**src/rtl/cqs_pkg.sv**
```systemverilog
package cqs_pkg;
  typedef enum logic [2:0] {
    ST_IDLE  = 3'd0,
    ST_RUN   = 3'd1,
    ST_PAUSE = 3'd2,
    ST_SUSP  = 3'd3,
    ST_PEND  = 3'd4,
    ST_DONE  = 3'd5
  } qstat_e;
  localparam int STAT_W = 3;
endpackage

```
**src/rtl/cqs_queue.sv**
```systemverilog
module cqs_queue
  import cqs_pkg::*;
#(
  parameter int IDX_W = 6
) (
  input  logic             clk,
  input  logic             rst_n,
  input  logic             trig,
  input  logic             blocked,
  input  logic             preempt,
  input  logic             done,
  input  logic             last_pause,
  input  logic             resume_cur,
  input  logic [IDX_W-1:0] first_idx,
  input  logic [IDX_W-1:0] last_idx,
  output qstat_e           st_o,
  output logic [IDX_W-1:0] ptr_o,
  output logic             ovr_o
);
  qstat_e           st_q, st_d;
  logic [IDX_W-1:0] ptr_q, ptr_d;
  logic             ovr_q, ovr_d;

  always_comb begin
    st_d  = st_q;
    ptr_d = ptr_q;
    ovr_d = ovr_q;
    unique case (st_q)
      ST_IDLE, ST_DONE: begin
        if (trig) begin
          ptr_d = first_idx;
          st_d  = blocked ? ST_PEND : ST_RUN;
        end
      end
      ST_PAUSE: begin
        if (trig) st_d = blocked ? ST_PEND : ST_RUN;
      end
      ST_PEND, ST_SUSP: begin
        if (trig)     ovr_d = 1'b1;
        if (!blocked) st_d  = ST_RUN;
      end
      ST_RUN: begin
        if (trig) ovr_d = 1'b1;
        if (preempt) begin
          st_d = ST_SUSP;
          if (!resume_cur) ptr_d = first_idx;
        end else if (done) begin
          if (ptr_q == last_idx) begin
            st_d = ST_DONE;
          end else begin
            ptr_d = ptr_q + 1'b1;
            if (last_pause) st_d = ST_PAUSE;
          end
        end
      end
      default: st_d = ST_IDLE;
    endcase
  end

  always_ff @(posedge clk or negedge rst_n) begin
    if (!rst_n) begin
      st_q  <= ST_IDLE;
      ptr_q <= '0;
      ovr_q <= 1'b0;
    end else begin
      st_q  <= st_d;
      ptr_q <= ptr_d;
      ovr_q <= ovr_d;
    end
  end

  assign st_o  = st_q;
  assign ptr_o = ptr_q;
  assign ovr_o = ovr_q;

  p_ovr_sticky_r7: assert property (@(posedge clk) disable iff (!rst_n)
    ovr_q |=> ovr_q);
  p_legal_code_r1: assert property (@(posedge clk) disable iff (!rst_n)
    st_q inside {ST_IDLE, ST_RUN, ST_PAUSE, ST_SUSP, ST_PEND, ST_DONE});
  p_pend_leaves_r5: assert property (@(posedge clk) disable iff (!rst_n)
    (st_q == ST_PEND && !blocked) |=> st_q == ST_RUN);
endmodule

```
**src/rtl/cqs_issue.sv**
```systemverilog
module cqs_issue
  import cqs_pkg::*;
#(
  parameter int IDX_W = 6
) (
  input  logic             clk,
  input  logic             rst_n,
  input  qstat_e           hi_st,
  input  qstat_e           lo_st,
  input  logic [IDX_W-1:0] hi_ptr,
  input  logic [IDX_W-1:0] lo_ptr,
  input  logic             hi_trig,
  input  logic             conv_done,
  output logic             hi_done,
  output logic             lo_done,
  output logic             lo_preempt,
  output logic             lo_blocked,
  output logic             cmd_valid,
  output logic [IDX_W-1:0] cmd_idx,
  output logic             cmd_abort
);
  logic hi_run, lo_run;

  always_comb begin
    hi_run     = (hi_st == ST_RUN);
    lo_run     = (lo_st == ST_RUN);
    cmd_valid  = hi_run | lo_run;
    cmd_idx    = hi_run ? hi_ptr : lo_ptr;
    hi_done    = conv_done & hi_run;
    lo_done    = conv_done & lo_run & ~hi_run;
    lo_preempt = hi_trig & lo_run;
    lo_blocked = hi_run | hi_trig;
    cmd_abort  = lo_preempt;
  end

  p_one_owner_r11: assert property (@(posedge clk) disable iff (!rst_n)
    !(hi_st == ST_RUN && lo_st == ST_RUN));
  p_abort_pulse_r8: assert property (@(posedge clk) disable iff (!rst_n)
    cmd_abort |=> !cmd_abort);
endmodule

```
**src/rtl/cqs_sched.sv**
```systemverilog
module cqs_sched
  import cqs_pkg::*;
#(
  parameter int IDX_W = 6
) (
  input  logic             clk,
  input  logic             rst_n,
  input  logic             q1_trig,
  input  logic             q2_trig,
  input  logic [IDX_W-1:0] q1_first,
  input  logic [IDX_W-1:0] q1_last,
  input  logic [IDX_W-1:0] q2_first,
  input  logic [IDX_W-1:0] q2_last,
  input  logic             q2_resume_cur,
  input  logic             cmd_pause,
  input  logic             conv_done,
  output logic             cmd_valid,
  output logic [IDX_W-1:0] cmd_idx,
  output logic             cmd_abort,
  output logic [2:0]       q1_status,
  output logic [2:0]       q2_status,
  output logic             q1_overrun,
  output logic             q2_overrun
);
  qstat_e           hi_st, lo_st;
  logic [IDX_W-1:0] hi_ptr, lo_ptr;
  logic             hi_done, lo_done, lo_preempt, lo_blocked;

  cqs_queue #(.IDX_W(IDX_W)) u_hi (
    .clk(clk), .rst_n(rst_n), .trig(q1_trig), .blocked(1'b0), .preempt(1'b0),
    .done(hi_done), .last_pause(cmd_pause), .resume_cur(1'b0),
    .first_idx(q1_first), .last_idx(q1_last),
    .st_o(hi_st), .ptr_o(hi_ptr), .ovr_o(q1_overrun)
  );

  cqs_queue #(.IDX_W(IDX_W)) u_lo (
    .clk(clk), .rst_n(rst_n), .trig(q2_trig), .blocked(lo_blocked),
    .preempt(lo_preempt), .done(lo_done), .last_pause(cmd_pause),
    .resume_cur(q2_resume_cur), .first_idx(q2_first), .last_idx(q2_last),
    .st_o(lo_st), .ptr_o(lo_ptr), .ovr_o(q2_overrun)
  );

  cqs_issue #(.IDX_W(IDX_W)) u_issue (
    .clk(clk), .rst_n(rst_n), .hi_st(hi_st), .lo_st(lo_st),
    .hi_ptr(hi_ptr), .lo_ptr(lo_ptr), .hi_trig(q1_trig), .conv_done(conv_done),
    .hi_done(hi_done), .lo_done(lo_done), .lo_preempt(lo_preempt),
    .lo_blocked(lo_blocked), .cmd_valid(cmd_valid), .cmd_idx(cmd_idx),
    .cmd_abort(cmd_abort)
  );

  assign q1_status = hi_st;
  assign q2_status = lo_st;

  p_abort_suspends_r8: assert property (@(posedge clk) disable iff (!rst_n)
    cmd_abort |=> q2_status == ST_SUSP);
  p_trig_starts_r2: assert property (@(posedge clk) disable iff (!rst_n)
    (q1_trig && (q1_status == ST_IDLE || q1_status == ST_DONE))
      |=> (q1_status == ST_RUN && cmd_idx == $past(q1_first)));
  p_tie_order_r6: assert property (@(posedge clk) disable iff (!rst_n)
    (q1_trig && q2_trig && q1_status == ST_IDLE && q2_status == ST_IDLE)
      |=> (q1_status == ST_RUN && q2_status == ST_PEND));
endmodule

```
**config.mk**
```make
export PLATFORM = sky130hd
export DESIGN_NAME = cqs_sched
export DESIGN_NICKNAME = d
export VERILOG_FILES = /design/src/rtl/cqs_pkg.sv /design/src/rtl/cqs_queue.sv /design/src/rtl/cqs_issue.sv /design/src/rtl/cqs_sched.sv
export SDC_FILE = /design/constraint.sdc
export NUM_CORES = 1
export LEC_CHECK = 0
export ABC_AREA = 1
export BUFFER_PORTS_ARGS = -buffer_cell sky130_fd_sc_hd__buf_2
export CAP_MARGIN = 0
export CORE_MARGIN = 10
export CORE_UTILIZATION = 53
export DETAILED_ROUTE_END_ITERATION = 7
export GPL_TIMING_DRIVEN = 0
export PLACE_DENSITY = 0.8
export SLEW_MARGIN = 20
export SYNTH_ARGS = -nofsm -noshare
export SYNTH_HDL_FRONTEND = slang
export SYNTH_SLANG_ARGS = --single-unit
```
**constraint.sdc**
```tcl
create_clock -name clk -period 1.6 [get_ports clk]
set_input_delay 0.16 -clock clk [delete_from_list [all_inputs] [get_ports clk]]
set_output_delay 0.16 -clock clk [all_outputs]
set_load 0.01 [all_outputs]
```
==> impl_metrics.yaml, run 1 <==
status:
  run_status: "finished clean"
final_layout:
  design.final.nets: 373
  non_filler_instance_count_after_layout: 383
  top_library_cells_by_usage_in_the_layout_fill_and_taps_aside: "nand2_1, buf_2, nand3_1"
  antenna_cells_inserted: 0
  multi_input_area_mm2: 0.00109
  areaGrowthSynthToFinish_pct: 28.5
  final.fill_count: 290
  layout-drive-gt1-share_pct: 32.4
  layout_commonest_cell: "nand2_1"
  area_taken_by_flip_flops_and_latches_um2: 504
synthesis:
  number_of_distinct_library_cells_after_synthesis: 30
  yosysSeqAreaShare_pct: 28.8
  simple_logic_cell_fraction_of_the_synthesized_area_pct: 48.6
  synth.top_cell.area_share_pct: 28.8
  synth_area_per_cell_um2: 6.35
  yosys.area.top_type: "dfrtp_1"
  ys_ff_latch: 20
  synth_xor_xnor_area_share_pct: 3.02
  mux_contribution_to_synthesized_area_pct: 0
  number_of_enable_flip_flop_cells_after_synthesis: 0
  synth-adder-area-share_pct: 1.44
  yosys-top-cells-area: "dfrtp_1, nand2_1, nand3_1, inv_1, o21ai_0"
  synth_compound_area_share_pct: 7.84
  synthesis.yosys.warnings: 0
  syn_area_mm2: 0.00174
  ys.flop_type: "dfrtp_1"
  syn_inst: 274
  async_flop_share_pct: 100
  main_combinational_cell_family_by_area_after_synthesis: "simple AND/OR/NAND/NOR gates"
  postSynthNetCount: 307
timing:
  drv_slew: 0
  slew-limit-headroom_pct: 69.1
  fin_worst_skew_ns: 0.00522
  grt_setup_unrepaired: "true"
  report.final.hold_viol_count: 0
  fmax_ghz: 0.633
  setup-violations-final: 0
  worst_setup_margin_ns: 0.0203
  max_slew.worst_pin.slew_ns: 0.463
  period_minus_slack_ns: 1.58
  timing.setup.tns_ns: 0
  layout_worst_path_cycle_share_pct: 98.7
floorplanning:
  die-area_mm2: 0.00597
  placeableCoreArea_mm2: 0.00310
  die_h_um: 77.3
  top_level_ports: 47
  initial_utilization_pct: 56.0
  die_width_um: 77.3
  placementRows: 20
critical_path:
  worst_path_max_delay_cell: "dfrtp_1"
  crit_path_end_kind: "output pin"
  critical_path.max_stage_delay_ns: 0.43
  regToRegEndpoint: "u_lo.ptr_o[0]"
  timing.rr.start: "u_hi.st_o[0]"
  crit_required_ns: 1.44
  setup.worst_path.class: "reg -> out"
  worstPathMaxFanout: 10
  crit_arrival_ns: 1.42
  r2r_setup_slack_ns: 0.10
  reg2reg_path_depth: 11
  crit_chain: "nor2_4 > nand2_4 > buf_8 > o21ai_2 > buf_2"
  setup.worst_path.start_class: "flop"
min_path:
  worst_hold_startpoint: "q2_trig"
  min_delay_path_depth: 3
  hold_class: "in -> reg"
  hold_path_end: "u_lo.ovr_o"
power_and_ir_drop:
  cellPowerDensity_mw_per_mm2: 1860
  total_leakage_power_nw: 1.28
  power.ir.vdd_worst_uv: 963
grt:
  grt_first_pass_wirelength_um: 7570
  globalRoute.totalOverflow: 0
  antenna_found_initial: 0
  track_usage_pct: 14.8
  grt_max_degree: 21
  grt_pass1_vias: 1722
clock_tree:
  clock_pin_slew_reported_for_the_worst_setup_and_hold_paths_after_clock_tree_synthesis_ns: 0.13
  cts_inserted_buffers: 3
  clock_insertion_delay_worst_skew_ns: 0.31
  clockRootBuffer: "clkbuf_4"
  htreeDepth: 1
  clock_sinks: 20
  clock_tree.buffer_depth: 2
  cts_tree: "built"
place:
  detailedPlacementHpwl_um: 3340
  cells_after_dpl: 364
  finalWeightedCongestion: 0.862
  detailedPlace.worstSlack_ns: 0.0912
  place.port_buffers: 46
detailed_routing:
  route.antenna.remaining_nets: 0
  drcViolationCount: 0
  post_drt_via_cell_ratio: 4.76
  drtPass1Iterations: 4
  drt_iter0_markers: 98
  via_count: 1823
  wirelength_um: 4450
  drt-wirelength-per-cell_um: 11.6
flow_run:
  timing.max_cap.violations: 0
-- power breakdown --
part	switching, mW	internal [mW]	total (mW)
combinational	1.67	1.18	2.85
clock	0.179	0.139	0.318
sequential	0.270	0.728	0.998
-- Yosys cell counts (2+ instances only) --
| library cell | number |
|---|---|
| nand2_1 | 116 |
| inv_1 | 31 |
| nand3_1 | 31 |
| nand2_2 | 4 |
| ha_1 | 2 |
| buf_4 | 2 |
| xnor2_1 | 2 |
| clkbuf_1 | 2 |
| dfrtp_1 | 20 |
| nor2_1 | 8 |
| o21ai_0 | 13 |
| xor2_1 | 4 |
| nand4_4 | 2 |
| nand4_1 | 2 |
| nor2_2 | 6 |
| a21oi_1 | 2 |
| o21ai_1 | 4 |
| nor2_4 | 4 |
| inv_2 | 8 |
-- layout make-up --
cell class,instances,area share (%)
Inverter,39,6.55
Sequential cell,20,22.6
Buffer,5,2.35
Timing Repair Buffer,61,15.5
Multi-Input combinational cell,210,49.0
Tap cell,44,2.46
Clock buffer,4,1.62
-- stage by stage --
| stage | area [um^2] | hold WS, ns | util (%) | power, mW |
|---|---|---|---|---|
| floorplan | 1740 | -0.136 | - | 2.80 |
| finish | 2230 | 0.0977 | 72.0 | 4.17 |
| CTS | 2110 | 0.104 | 68.1 | 3.88 |
| detailed placement | 2020 | 0.139 | 65.2 | 3.43 |
| global route | 2230 | 0.104 | 72.0 | 4.59 |
| global placement | 2020 | 0.144 | 65.2 | 3.40 |
-- flip-flops by register name, indices dropped and copies added (netlist names) --
signal,flops
u_hi.ptr_o,6
u_lo.ptr_o,6
u_lo.ovr_o,1
u_hi.ovr_o,1
u_hi.st_o,3
u_lo.st_o,3
-- worst max-delay path by stage --
stage               endpoint         start  cells past startpoint  slack [ns]
2_1_floorplan  u_lo.ptr_o[3]  u_lo.st_o[1]                      9        0.24
3_3_place_gp      cmd_idx[1]  u_hi.st_o[0]                      7        0.11
3_5_place_dp   u_lo.ptr_o[5]  u_lo.st_o[1]                      9        0.09
4_1_cts           cmd_idx[1]  u_hi.st_o[0]                      7       0.001
5_1_grt           cmd_idx[1]  u_hi.st_o[1]                      5       -0.04
6_report          cmd_idx[5]  u_hi.st_o[1]                      5        0.02
-- layer usage --
layer  up-vias  track usage [%]  share of wire (%)
met5         -                0                  0
met4         0             4.38                1.7
met3         7             3.38                6.1
met2        49             25.3                 48
met1       783             17.8                 45
li1        984                -                  -
-- repair_timing --
item | CTS | global route
gates resized for setup | 11 | 18
pin swaps | 1 | 6
hold endpoints to repair | 20 | 0
cloned | 0 | 0
hold buffers | 1 | 0
buffers inserted | 3 | 11
endpoints found under the setup margin | 6 | 21
-- cells by family after synthesis --
family	count (synthesis)
and+or+nand+nor	178
DFF	20
buffers and inverters	44
adders and majority gates	2
xor gates and xnor gates	6
AOI/OAI and AO/OA	24
-- worst max-delay path, delay by kind of cell, from the launching register on --
family / cells / cell delay (ns)
buf+inv: 2 / 0.30
compound gates: 1 / 0.12
simple gates: 2 / 0.25
flops: 1 / 0.43
(Power assumes the default switching activity.)
==> run 2, diff against run 1 <==
Settings changed: PLACE_DENSITY 0.8 to 0.79.
==> impl_metrics.yaml, run 2 (synthesis results as in run 1) <==
grt:
  globalRoute.totalOverflow: 0
  antenna_found_initial: 0
  track_usage_pct: 14.3
  grt_pass1_vias: 1738
  grt_first_pass_wirelength_um: 7380
  grt_max_degree: 21
timing:
  grt_setup_unrepaired: "true"
  setup-violations-final: 0
  whs_ns: 0.104
  period_minus_slack_ns: 1.56
  drv_slew: 0
  report.final.hold_viol_count: 0
  slew-limit-headroom_pct: 68.6
  layout_worst_path_cycle_share_pct: 97.7
  fmax_ghz: 0.640
  fin_worst_skew_ns: 0.00203
  max_slew.worst_pin.slew_ns: 0.471
detailed_routing:
  via_count: 1815
  wirelength_um: 4260
  route.antenna.remaining_nets: 0
  drt_iter0_markers: 85
  drt-wirelength-per-cell_um: 11.3
  drtPass1Iterations: 4
  post_drt_via_cell_ratio: 4.83
  drcViolationCount: 0
min_path:
  hold_class: "in -> reg"
  worst_hold_startpoint: "q2_trig"
final_layout:
  areaGrowthSynthToFinish_pct: 25.5
  design.final.nets: 366
  finish.instance_area_mm2: 0.00218
  utilization_pct: 70.4
  layout_commonest_cell: "nand2_1"
  antenna_cells_inserted: 0
  layout-drive-gt1-share_pct: 30.4
  top_library_cells_by_usage_in_the_layout_fill_and_taps_aside: "nand2_1, buf_2, inv_1, nand3_1, dfrtp_1"
clock_tree:
  cts_tree: "built"
  cts_inserted_buffers: 3
  clock_sinks: 20
  clock_insertion_delay_worst_skew_ns: 0.30
  clockRootBuffer: "clkbuf_4"
  clock_tree.buffer_depth: 2
  htreeDepth: 1
  clock_pin_slew_reported_for_the_worst_setup_and_hold_paths_after_clock_tree_synthesis_ns: 0.12
floorplanning:
  placementRows: 20
  placeableCoreArea_mm2: 0.00310
  initial_utilization_pct: 56.0
  die-area_mm2: 0.00597
  die_width_um: 77.3
  top_level_ports: 47
  die_h_um: 77.3
place:
  finalWeightedCongestion: 0.863
  dpl-instance-area_mm2: 0.00202
  detailedPlacementHpwl_um: 3360
  place.port_buffers: 46
power_and_ir_drop:
  power_frac_comb_pct: 67.8
  total_leakage_power_nw: 1.25
  p_sw_mw: 2.07
  power.sequential.fraction_pct: 24.7
  power.ir.vdd_worst_uv: 1150
  cellPowerDensity_mw_per_mm2: 1850
  pwr-share-clk_pct: 7.5
  p_int_mw: 1.96
  swShare_pct: 51.4
status:
  run_status: "finished clean"
critical_path:
  crit_path_end_kind: "output pin"
  crit_arrival_ns: 1.40
  crit_required_ns: 1.44
  worstPathMaxFanout: 10
  setup.worst_path.start_class: "flop"
  timing.rr.start: "u_lo.st_o[0]"
  setup.worst_path.class: "reg -> out"
  cp-startpoint: "u_hi.st_o[1]"
flow_run:
  timing.max_cap.violations: 0
[run 2: power by group through the flow]
stage / clock [mW] / combinational (mW) / sequential, mW
after floorplan: 0 / 1.82 / 0.982
after global placement: 0 / 2.39 / 1.01
after detailed placement: 0 / 2.43 / 1.01
after CTS: 0.310 / 2.56 / 0.985
after global routing: 0.330 / 3.09 / 1.05
final: 0.303 / 2.74 / 0.997
[run 2: repair_timing]
action | 4_1_cts | 5_1_grt
setup endpoints to repair | 6 | 17
pin swaps | 1 | 3
gates cloned | 0 | 0
resized for setup | 9 | 17
buffers inserted | 3 | 4
hold endpoints to repair | 20 | 0
hold buffers | 1 | 0
[run 2: final timing paths]
check                      cells after the start             to  slack [ns]
max                                            6     cmd_idx[5]        0.04
min                                            3     u_lo.ovr_o        0.10
max reg2reg                                    8  u_lo.ptr_o[0]        0.15
min reg2reg                                    1     u_lo.ovr_o        0.48
max in group asynchronous                      2  u_lo.ptr_o[0]        0.93
min in group asynchronous                      2   u_lo.st_o[1]        0.32
[run 2: layout make-up]
| class | count | area, um^2 |
|---|---|---|
| Sequential cell | 20 | 505 |
| Buffer | 5 | 56.3 |
| Multi-Input combinational cell | 210 | 1090 |
| Inverter | 39 | 146 |
| Timing Repair Buffer | 54 | 293 |
| Clock buffer | 4 | 36.3 |
| Fill cell | 302 | 920 |
| Tap cell | 44 | 55.1 |
[run 2: critical path, stage by stage, from the launching register on]
cell     delay, ns
dfrtp_1       0.43
nor2_4        0.15
nand2_4       0.11
buf_8         0.15
nand2_1       0.07
o21ai_2       0.05
buf_2         0.13
[run 2: stage by stage]
step                      TNS, ns  instances  setup WS, ns  power (mW)
after CTS                       0        372       0.00209        3.86
after global routing       -0.193        376       -0.0512        4.47
after global placement          0        364         0.115        3.39
after detailed placement        0        364        0.0897        3.44
after floorplan                 0        274         0.236        2.80
final                           0        376        0.0363        4.04
[run 2: routing by layer]
metal	wire length, um	track usage, %	up-vias
met5	0	0	-
met3	245	3.85	4
met1	1910	16.7	802
met4	31	3.47	0
met2	2070	24.9	41
li1	-	-	968
